### src/rtl/rtc_irq_pkg.sv
package rtc_irq_pkg;
  localparam int unsigned REG_W = 8;
  localparam int unsigned N_EVT = 3;
  // flag vector index; flag i sits at register bit FLAG_LSB + i
  localparam int unsigned EVT_UPD  = 0;
  localparam int unsigned EVT_ALM  = 1;
  localparam int unsigned EVT_PER  = 2;
  localparam int unsigned FLAG_LSB = 4;
  localparam int unsigned SUM_BIT  = FLAG_LSB + N_EVT;

  typedef enum logic {
    SEL_FLAGS  = 1'b0,
    SEL_STATUS = 1'b1
  } rd_sel_e;

  typedef enum logic [1:0] {
    EDGE_RISE = 2'd0,
    EDGE_FALL = 2'd1,
    EDGE_BOTH = 2'd2
  } edge_mode_e;
endpackage

### src/rtl/rtc_tap_edge.sv
module rtc_tap_edge
  import rtc_irq_pkg::*;
#(
  parameter edge_mode_e MODE = EDGE_RISE
) (
  input  logic clk_i,
  input  logic rst_ni,
  input  logic tap_i,
  output logic edge_o
);
  logic tap_q;

  always_ff @(posedge clk_i or negedge rst_ni) begin
    if (!rst_ni) tap_q <= 1'b0;
    else         tap_q <= tap_i;
  end

  generate
    if (MODE == EDGE_FALL) begin : g_fall
      assign edge_o = ~tap_i & tap_q;
    end else if (MODE == EDGE_BOTH) begin : g_both
      assign edge_o = tap_i ^ tap_q;
    end else begin : g_rise
      assign edge_o = tap_i & ~tap_q;
    end
  endgenerate
endmodule

### src/rtl/rtc_flag_bank.sv
module rtc_flag_bank #(
  parameter int unsigned N = 3
) (
  input  logic         clk_i,
  input  logic         rst_ni,
  input  logic [N-1:0] set_i,
  input  logic         clr_i,
  output logic [N-1:0] flags_o
);
  for (genvar i = 0; i < N; i++) begin : g_flag
    logic flag_q;

    // a set in the clearing cycle wins
    always_ff @(posedge clk_i or negedge rst_ni) begin
      if (!rst_ni)       flag_q <= 1'b0;
      else if (set_i[i]) flag_q <= 1'b1;
      else if (clr_i)    flag_q <= 1'b0;
    end

    assign flags_o[i] = flag_q;

    a_r4_set_sticks: assert property (@(posedge clk_i) disable iff (!rst_ni)
      set_i[i] |=> flags_o[i]);
    a_r5_read_clears: assert property (@(posedge clk_i) disable iff (!rst_ni)
      (clr_i && !set_i[i]) |=> !flags_o[i]);
    a_r7_hold_no_clear: assert property (@(posedge clk_i) disable iff (!rst_ni)
      (flags_o[i] && !clr_i) |=> flags_o[i]);
  end
endmodule

### src/rtl/rtc_reg_read.sv
module rtc_reg_read
  import rtc_irq_pkg::*;
(
  input  logic             clk_i,
  input  logic             rst_ni,
  input  logic [N_EVT-1:0] flags_i,
  input  logic [N_EVT-1:0] en_i,
  input  logic             batt_ok_i,
  input  rd_sel_e          sel_i,
  output logic             summary_o,
  output logic [REG_W-1:0] rd_data_o
);
  logic [REG_W-1:0] flag_reg, stat_reg;

  assign summary_o = |(flags_i & en_i);

  always_comb begin
    flag_reg = '0;
    flag_reg[SUM_BIT] = summary_o;
    flag_reg[FLAG_LSB +: N_EVT] = flags_i;
    stat_reg = '0;
    stat_reg[REG_W-1] = batt_ok_i;
  end

  assign rd_data_o = (sel_i == SEL_STATUS) ? stat_reg : flag_reg;

  a_r1_low_bits_zero: assert property (@(posedge clk_i) disable iff (!rst_ni)
    (sel_i == SEL_FLAGS) |-> (rd_data_o[FLAG_LSB-1:0] == '0));
  a_r9_status_unused: assert property (@(posedge clk_i) disable iff (!rst_ni)
    (sel_i == SEL_STATUS) |-> (rd_data_o[REG_W-2:0] == '0));
endmodule

### src/rtl/rtc_irq_status.sv
module rtc_irq_status
  import rtc_irq_pkg::*;
#(
  parameter edge_mode_e TAP_EDGE = EDGE_RISE
) (
  input  logic       clk_i,
  input  logic       rst_ni,
  input  logic       tap_i,
  input  logic       alarm_hit_i,
  input  logic       update_done_i,
  input  logic       per_en_i,
  input  logic       alm_en_i,
  input  logic       upd_en_i,
  input  logic       batt_ok_i,
  input  logic       rd_i,
  input  logic       rd_sel_i,
  output logic [7:0] rd_data_o,
  output logic       irq_no
);
  logic             per_edge, clr, summary;
  logic [N_EVT-1:0] set_vec, en_vec, flags;
  rd_sel_e          sel;

  assign sel = rd_sel_e'(rd_sel_i);
  assign clr = rd_i & (sel == SEL_FLAGS);

  always_comb begin
    set_vec = '0;
    set_vec[EVT_PER] = per_edge;
    set_vec[EVT_ALM] = alarm_hit_i;
    set_vec[EVT_UPD] = update_done_i;
    en_vec = '0;
    en_vec[EVT_PER] = per_en_i;
    en_vec[EVT_ALM] = alm_en_i;
    en_vec[EVT_UPD] = upd_en_i;
  end

  rtc_tap_edge #(.MODE(TAP_EDGE)) i_tap_edge (
    .clk_i  (clk_i),
    .rst_ni (rst_ni),
    .tap_i  (tap_i),
    .edge_o (per_edge)
  );

  rtc_flag_bank #(.N(N_EVT)) i_flag_bank (
    .clk_i   (clk_i),
    .rst_ni  (rst_ni),
    .set_i   (set_vec),
    .clr_i   (clr),
    .flags_o (flags)
  );

  rtc_reg_read i_reg_read (
    .clk_i     (clk_i),
    .rst_ni    (rst_ni),
    .flags_i   (flags),
    .en_i      (en_vec),
    .batt_ok_i (batt_ok_i),
    .sel_i     (sel),
    .summary_o (summary),
    .rd_data_o (rd_data_o)
  );

  assign irq_no = ~summary;

  a_r2_enabled_flag_irq: assert property (@(posedge clk_i) disable iff (!rst_ni)
    ((flags & en_vec) != '0) |-> !irq_no);
  a_r8_idle_high: assert property (@(posedge clk_i) disable iff (!rst_ni)
    ((flags & en_vec) == '0) |-> irq_no);
  a_r6_set_beats_read: assert property (@(posedge clk_i) disable iff (!rst_ni)
    (clr && alarm_hit_i) |=> flags[EVT_ALM]);
endmodule

### config.mk
export PLATFORM = sky130hd
export DESIGN_NAME = rtc_irq_status
export DESIGN_NICKNAME = d
export VERILOG_FILES = /design/src/rtl/rtc_irq_pkg.sv /design/src/rtl/rtc_tap_edge.sv /design/src/rtl/rtc_flag_bank.sv /design/src/rtl/rtc_reg_read.sv /design/src/rtl/rtc_irq_status.sv
export SDC_FILE = /design/constraint.sdc
export NUM_CORES = 1
export LEC_CHECK = 0
export BUFFER_PORTS_ARGS = -buffer_cell sky130_fd_sc_hd__buf_2
export CORE_AREA = 2 2 39 41
export CTS_BUF_LIST = sky130_fd_sc_hd__clkbuf_8
export DETAILED_ROUTE_END_ITERATION = 16
export DIE_AREA = 0 0 41 43
export GPL_ROUTABILITY_DRIVEN = 0
export MAX_ROUTING_LAYER = met4
export PLACE_DENSITY_LB_ADDON = 0.05
export SYNTH_ARGS = -nofsm -noshare
export SYNTH_HDL_FRONTEND = slang
export SYNTH_SLANG_ARGS = --single-unit
### constraint.sdc
create_clock -name clk_i -period 2.5 [get_ports clk_i]
set_input_delay 0.375 -clock clk_i [delete_from_list [all_inputs] [get_ports clk_i]]
set_output_delay 0.375 -clock clk_i [all_outputs]
set_load 0.05 [all_outputs]
Yosys cells after proc, flatten, opt, wreduce, memory -nomap -nowiden
Cells that the tools add are included.

storage, ports and cells
  bits of input ports = 11
  register bits = 4

operators by class
  reduce and logical (&&, ||, !) cells = 4
  multiplexer cells = 5
  bitwise logic cells = 6

operators with widths
  cell                number
  $mux W8             1
  $reduce_bool A2 Y1  3
  $mux W1             4
  $and A3 B3 Y3       1
  $not A1 Y1          3
  $reduce_or A3 Y1    1
  $and A1 B1 Y1       2

Depth between registers and ports, before layout
Gate-level depths: netlist of the first run.

  depth after elaboration = 4
  depth in mapped cells = 2
  mapped depth without buffers = 2

Hierarchy
From an unflattened synthesis of the first run, not the netlist that was laid out.

unflattened totals
  cells, all modules = 26
  area total of the unflattened synthesis = 260.2 sq um

modules (own cells, without submodules)
  module          area an instance (sq um)  cells each  times used  sequential area each (sq um)
  rtc_flag_bank   123.9                     10          1           75.1
  rtc_reg_read    80.1                      12          1           0.0
  rtc_tap_edge    38.8                      2           1           25.0
  rtc_irq_status  17.5                      2           1           0.0

Worst setup path after synthesis of the first run
Ideal clock, no wire load.

  path type = reg-to-output
  start = register i_flag_bank.g_flag[0].flag_q
  end = output rd_data_o[7]
  stages on the path, launching flop included = 3
  slack = -0.436 ns
  buffers on the path = 0
  required time = 2.125 ns
  data arrival time = 2.561 ns
  path through = dfrtp_1 a222oi_1 mux2i_1

on the way
  word-level cells in the longest chain between the ends = 3

RTL lines
  item                      RTL line              text
  start: declaration        rtc_flag_bank.sv:11   logic flag_q;
  start signal: assignment  rtc_flag_bank.sv:15   if (!rst_ni) flag_q <= 1'b0;
  start signal: assignment  rtc_flag_bank.sv:16   else if (set_i[i]) flag_q <= 1'b1;
  start signal: assignment  rtc_flag_bank.sv:17   else if (clr_i) flag_q <= 1'b0;
  $and A3 B3 Y3             rtc_reg_read.sv:15    assign summary_o = |(flags_i & en_i);
  $reduce_or A3 Y1          rtc_reg_read.sv:15
  $mux W8                   rtc_reg_read.sv:25    assign rd_data_o = (sel_i == SEL_STATUS) ? stat_reg : flag_reg;
  end: declaration          rtc_irq_status.sv:17  output logic [7:0] rd_data_o,

Every way passes these cells.

Worst setup path in the final report of the first run
  start = register i_flag_bank.g_flag[0].flag_q
  end = output irq_no

on the way
  word-level cells in the longest chain between the ends = 3

RTL lines
  item              RTL line              text
  $and A3 B3 Y3     rtc_reg_read.sv:15
  $reduce_or A3 Y1  rtc_reg_read.sv:15
  $not A1 Y1        rtc_irq_status.sv:64  assign irq_no = ~summary;
  end: declaration  rtc_irq_status.sv:18  output logic irq_no

Every way passes these cells.

==> results.cfg, run 1 <==
[status]
outcome = completed

[worst_setup_path]
rrSetupSlack_ps = 1780
r2r_end = i_flag_bank.g_flag[2].flag_q
setup.worst_path.start_class = flip-flop
r2r-start = i_flag_bank.g_flag[2].flag_q
required_ps = 2120
worstRegToRegCells = 1
critPathKind = reg -> out
crit_start = i_flag_bank.g_flag[0].flag_q
cp_max_fo = 3
endpoint = irq_no
end_kind = primary output
worstPathArrival_ps = 1490

[route]
drt_iter0_drc = 4
routedWlPerCell_um = 8.926
antenna_left = 0
drc_errors = 0
wl_um = 482
vias = 194
vias_per_cell = 3.593
dr.pass1.iters = 4

[clocking]
cts_made_buffers = 3
cts_resized = 0
path_clk_slew_ps = 30
clock_sinks = 4
cts_tree = yes
htreeDepth = 1
cts_root_buf = clkbuf_8
hold_buffers = 1
insertion_delay_ps = 210
post_cts_buffers = 0
clk_path_buf_depth = 2

[logic_synthesis]
syn_inst = 20
synth.distinct_cells = 10
synth-seq-area-share_pct = 47.62
synth-seq-cells = 4
synth_area_per_cell_um2 = 10.51
ys_warn_count = 0
netlist_area_um2 = 210.2

[timing]
tightest_slew_ps = 531.2
fmax_ghz = 0.5360
drv_slew = 0
setup_viol = 0
fin_crit_sh_pct = 74.63
post-route-min-period_ps = 1866
whs_ps = 286.2
setup_tns_ps = 0
maxSlewHeadroom_pct = 64.59
fin_skew_ps = 0.008965
rsz0062_at_grt = false
hold_violations = 0

[layout]
drive_gt1_share_pct = 50.00
nets = 51
fin_area_um2 = 350.3
final_core_util_pct = 25.32
n_antenna_cell = 0
mostFrequentLayoutCells = buf_2, conb_1, dfrtp_1, nor2b_1, clkbuf_8
mostFrequentLayoutCell = buf_2
syn_to_final_growth_pct = 66.67

[power_and_ir_drop]
ir_drop_mv = 0.2528
leakage_nw = 0.1818
finalPower_mw = 0.2752
p_per_area_nw_per_um2 = 785.6

[global_routing]
met2_usage_pct = 8.750
antenna_found_initial = 0
top_usage_layer = met2
grt_pass1_vias = 157
grt_use_met1_pct = 4.854
grt_usage_pct = 5.670
use_met3_pct = 3.141
grt_max_degree = 6
grt_pass1_wl_um = 607
gr-total-overflow = 0

[die]
die_w_um = 41
die_h_um = 43
dieArea_um2 = 1763
placementRows = 14
coreArea_um2 = 1384
initial_core_util_pct = 15.19
io_pins = 20

[hold_path]
holdCritPathClass = in -> reg

[placed_design]
dp_hpwl_um = 419.2
port-buffer-count = 15
place_area_um2 = 299.0

[run]
cap_violations = 0
through the flow:
stage,std cells,worst slack (ps)
after CTS,54,611.6
final,54,634.3
after detailed placement,50,753.8
after global placement,50,775.4
after global routing,54,578.6
after floorplan,23,-145.8
how the worst min path moves through the flow:
stage,end,startpoint,cells after the start
2_1_floorplan,i_flag_bank.g_flag[0].flag_q,rst_ni,0
3_3_place_gp,i_tap_edge.tap_q,rst_ni,1
3_5_place_dp,i_tap_edge.tap_q,rst_ni,1
4_1_cts,i_tap_edge.tap_q,tap_i,1
5_1_grt,i_tap_edge.tap_q,tap_i,1
6_report,i_tap_edge.tap_q,tap_i,1
critical path, stage by stage (launching register included):
cell      delay (ps)
dfrtp_1          390
a222oi_1         530
buf_2            360
metal layers:
metal	up-vias	routed length, um
met1	83	180
li1	97	-
met3	0	73
met5	-	0
met4	0	0
met2	14	228
cell usage after synthesis:
cell | count | area, um^2
buf_4 | 4 | 30.03
a21o_1 | 2 | 15.01
a222oi_1 | 1 | 10.01
conb_1 | 1 | 3.750
nand2b_1 | 1 | 6.260
a22o_1 | 1 | 8.760
inv_1 | 2 | 7.510
mux2i_1 | 1 | 10.01
nor2b_1 | 3 | 18.77
dfrtp_1 | 4 | 100.1
kinds of logic (layout without fill, tap and decap cells):
kind of cell / after synthesis / after routing / share of synthesized area [%]
AND/OR/NAND/NOR: 4 / 4 / 11.91
other: 1 / 4 / 1.784
AO/OA/AOI/OAI: 4 / 4 / 16.07
buffers and inverters: 6 / 21 / 17.86
multiplexers: 1 / 1 / 4.762
flip-flops: 4 / 4 / 47.62
cell type report:
type | count | area (um^2)
clock buffers | 3 | 41.29
flip-flops and latches | 4 | 100.1
well taps | 16 | 20.02
repair buffers | 16 | 85.08
multi-input cells | 13 | 96.34
fillers | 156 | 1033
inverters | 2 | 7.507
state kept, by name, indices dropped and copies added (netlist names):
signal,cells
i_flag_bank.g_flag.flag_q,3
i_tap_edge.tap_q,1
report_power, final:
part | switching [mW] | total, mW | internal [mW]
Clock | 0.0288 | 0.131 | 0.102
Sequential | 0.00375 | 0.0738 | 0.0701
Combinational | 0.0503 | 0.0704 | 0.0201
(Power assumes the default switching activity.)
==> inputs of run 2 (changes only) <==
Settings changed: ABC_AREA set to 1.
Clock period 2.5 ns to 1.8 ns, I/O delays scaled along.
==> run 2 against run 1 <==
Critical path depth up 3; via count up 15%; final cell count is 19% higher; critical path type unchanged; worst hold slack got worse by 110 ps; wire length up 1.9%; register-to-register slack worse by 620 ps; clock-buffer cell count did not move; synthesized cell count up 50%; worst setup slack got worse by 160 ps; first-iteration DRC count fell by 50%; largest power group unchanged; sequential share of layout area is 0.30 points lower.
==> results.cfg, run 2 <==
[status]
outcome = completed

[die]
io_pins = 20
placementRows = 14
dieArea_um2 = 1763
initial_core_util_pct = 16.37
coreArea_um2 = 1384
die_h_um = 43
die_w_um = 41

[timing]
setup_viol = 0
fin_crit_sh_pct = 73.61
fin_skew_ps = 0.008160
rsz0062_at_grt = false
setup_tns_ps = 0
post-route-min-period_ps = 1325
whs_ps = 178.9
drv_slew = 0
hold_violations = 0
fmax_ghz = 0.7547

[clocking]
clock_sinks = 4
cts_made_buffers = 3
clk_path_buf_depth = 2
post_cts_buffers = 0
cts_tree = yes
htreeDepth = 1
cts_root_buf = clkbuf_8
path_clk_slew_ps = 30
insertion_delay_ps = 210

[worst_setup_path]
required_ps = 1530
r2r_end = i_flag_bank.g_flag[1].flag_q
end_kind = primary output
critPathKind = reg -> out
crit_start = i_flag_bank.g_flag[2].flag_q
rrSetupSlack_ps = 1160
cp_max_fo = 2
worstPathArrival_ps = 1060
setup.worst_path.start_class = flip-flop
worstRegToRegCells = 2
r2r-start = i_flag_bank.g_flag[1].flag_q

[power_and_ir_drop]
comb_power_share_pct = 25.4
p_clk_share_pct = 48.2
power_frac_seq_pct = 26.4
leakage_nw = 0.2267
ir_drop_mv = 0.2916
switching_share_pct = 30.74
p_switching_mw = 0.1168
p_per_area_nw_per_um2 = 1073
internal_power_mw = 0.2631
finalPower_mw = 0.3799

[logic_synthesis]
synth-edff-count = 0
synth_ff_type = dfrtp_1
synthTopCellsByArea = dfrtp_1, buf_4, inv_1
netlist_area_um2 = 226.5
synth_area_per_cell_um2 = 7.549
yosysMostFrequentCell = inv_1
ys_warn_count = 0
async_reset_ff_share_pct = 100.0
synth-seq-area-share_pct = 44.20
syn_inst = 30
synth-seq-cells = 4
yosysTopAreaCell = dfrtp_1
synth.distinct_cells = 10
synth_common_cells = inv_1, nand2_1, buf_4, dfrtp_1, nor2_1
synth_top_area_share_pct = 44.20

[hold_path]
holdPathStages = 1
holdPathEnd = i_tap_edge.tap_q
holdCritStartpoint = tap_i
holdCritPathClass = in -> reg

[route]
antenna_left = 0
wl_um = 491
drc_errors = 0
dr.pass1.iters = 2
vias = 223
drt_iter0_drc = 2
routedWlPerCell_um = 7.672
vias_per_cell = 3.484

[global_routing]
grt_max_degree = 7
gr-total-overflow = 0
grt_usage_pct = 7.239
antenna_found_initial = 0
grt_pass1_vias = 220
grt_pass1_wl_um = 793

[layout]
mostFrequentLayoutCell = buf_2
mostFrequentLayoutCells = buf_2, inv_1, nand2_1, conb_1, dfrtp_1
syn_to_final_growth_pct = 56.35
largest_register_ffs = 3
nets = 61
drive_gt1_share_pct = 39.58
max_flop_register = i_flag_bank.g_flag.flag_q
top_regs = i_flag_bank.g_flag.flag_q x3, i_tap_edge.tap_q x1
n_antenna_cell = 0

[run]
cap_violations = 0

[placed_design]
port-buffer-count = 15
dp_hpwl_um = 416.5
## run 2: cell families after synthesis
family                 share of synthesized area (%)
AOI/OAI and AO/OA                              9.392
buffers and inverters                          24.86
DFF                                            44.20
other                                          1.656
and+or+nand+nor                                19.89
## run 2: how the worst max path moves through the flow
stage                               to  cells past startpoint
after floorplan           rd_data_o[6]                      2
after global placement    rd_data_o[7]                      6
after detailed placement  rd_data_o[7]                      6
after CTS                 rd_data_o[7]                      5
after global routing      rd_data_o[7]                      5
final                     rd_data_o[7]                      5
## run 2: repair_timing
action / 4_1_cts / 5_1_grt
gates resized for setup: 0 / 0
hold endpoints to repair: 4 / 0
hold buffers: 1 / 0
## run 2: worst max-delay path, stage by stage (launching register included)
cell,delay [ps]
dfrtp_1,330
nand2_1,60
nand3_1,90
nand2_1,60
nand2_1,50
buf_2,250
## run 2: power by group through the flow
stage / Clock [mW] / Sequential [mW] / Combinational [mW]
after floorplan: 0 / 0.100 / 0.0775
after global placement: 0 / 0.101 / 0.0952
after detailed placement: 0 / 0.101 / 0.0958
after CTS: 0.192 / 0.100 / 0.0976
after global routing: 0.196 / 0.101 / 0.105
final: 0.183 / 0.100 / 0.0965
## run 2: layout make-up
| type | instances | area [um^2] |
|---|---|---|
| Clock buffer | 3 | 41.29 |
| Multi-Input combinational cell | 18 | 81.33 |
| Timing Repair Buffer | 16 | 85.08 |
| Inverter | 7 | 26.28 |
| Sequential cell | 4 | 100.1 |
| Tap cell | 16 | 20.02 |
| Fill cell | 164 | 1030 |
## run 2: per-stage QoR
stage               cells  worst slack, ps  instance area, um^2  utilization, %
floorplan              33            516.5                237.7               -
global placement       60            704.0                302.8           21.88
detailed placement     60            679.3                302.8           21.88
CTS                    64            449.1                354.1           25.59
global route           64            374.2                354.1           25.59
finish                 64            474.9                354.1           25.59
## run 2: per-layer routing
metal | part of all wire (%) | vias to the layer above | track usage [%] | wire (um)
li1 | - | 116 | - | -
met5 | 0 | - | - | 0
met2 | 48 | 12 | 10.00 | 236
met1 | 42 | 95 | 7.516 | 206
met4 | 0 | 0 | 8.000 | 0
met3 | 9.8 | 0 | 1.571 | 48
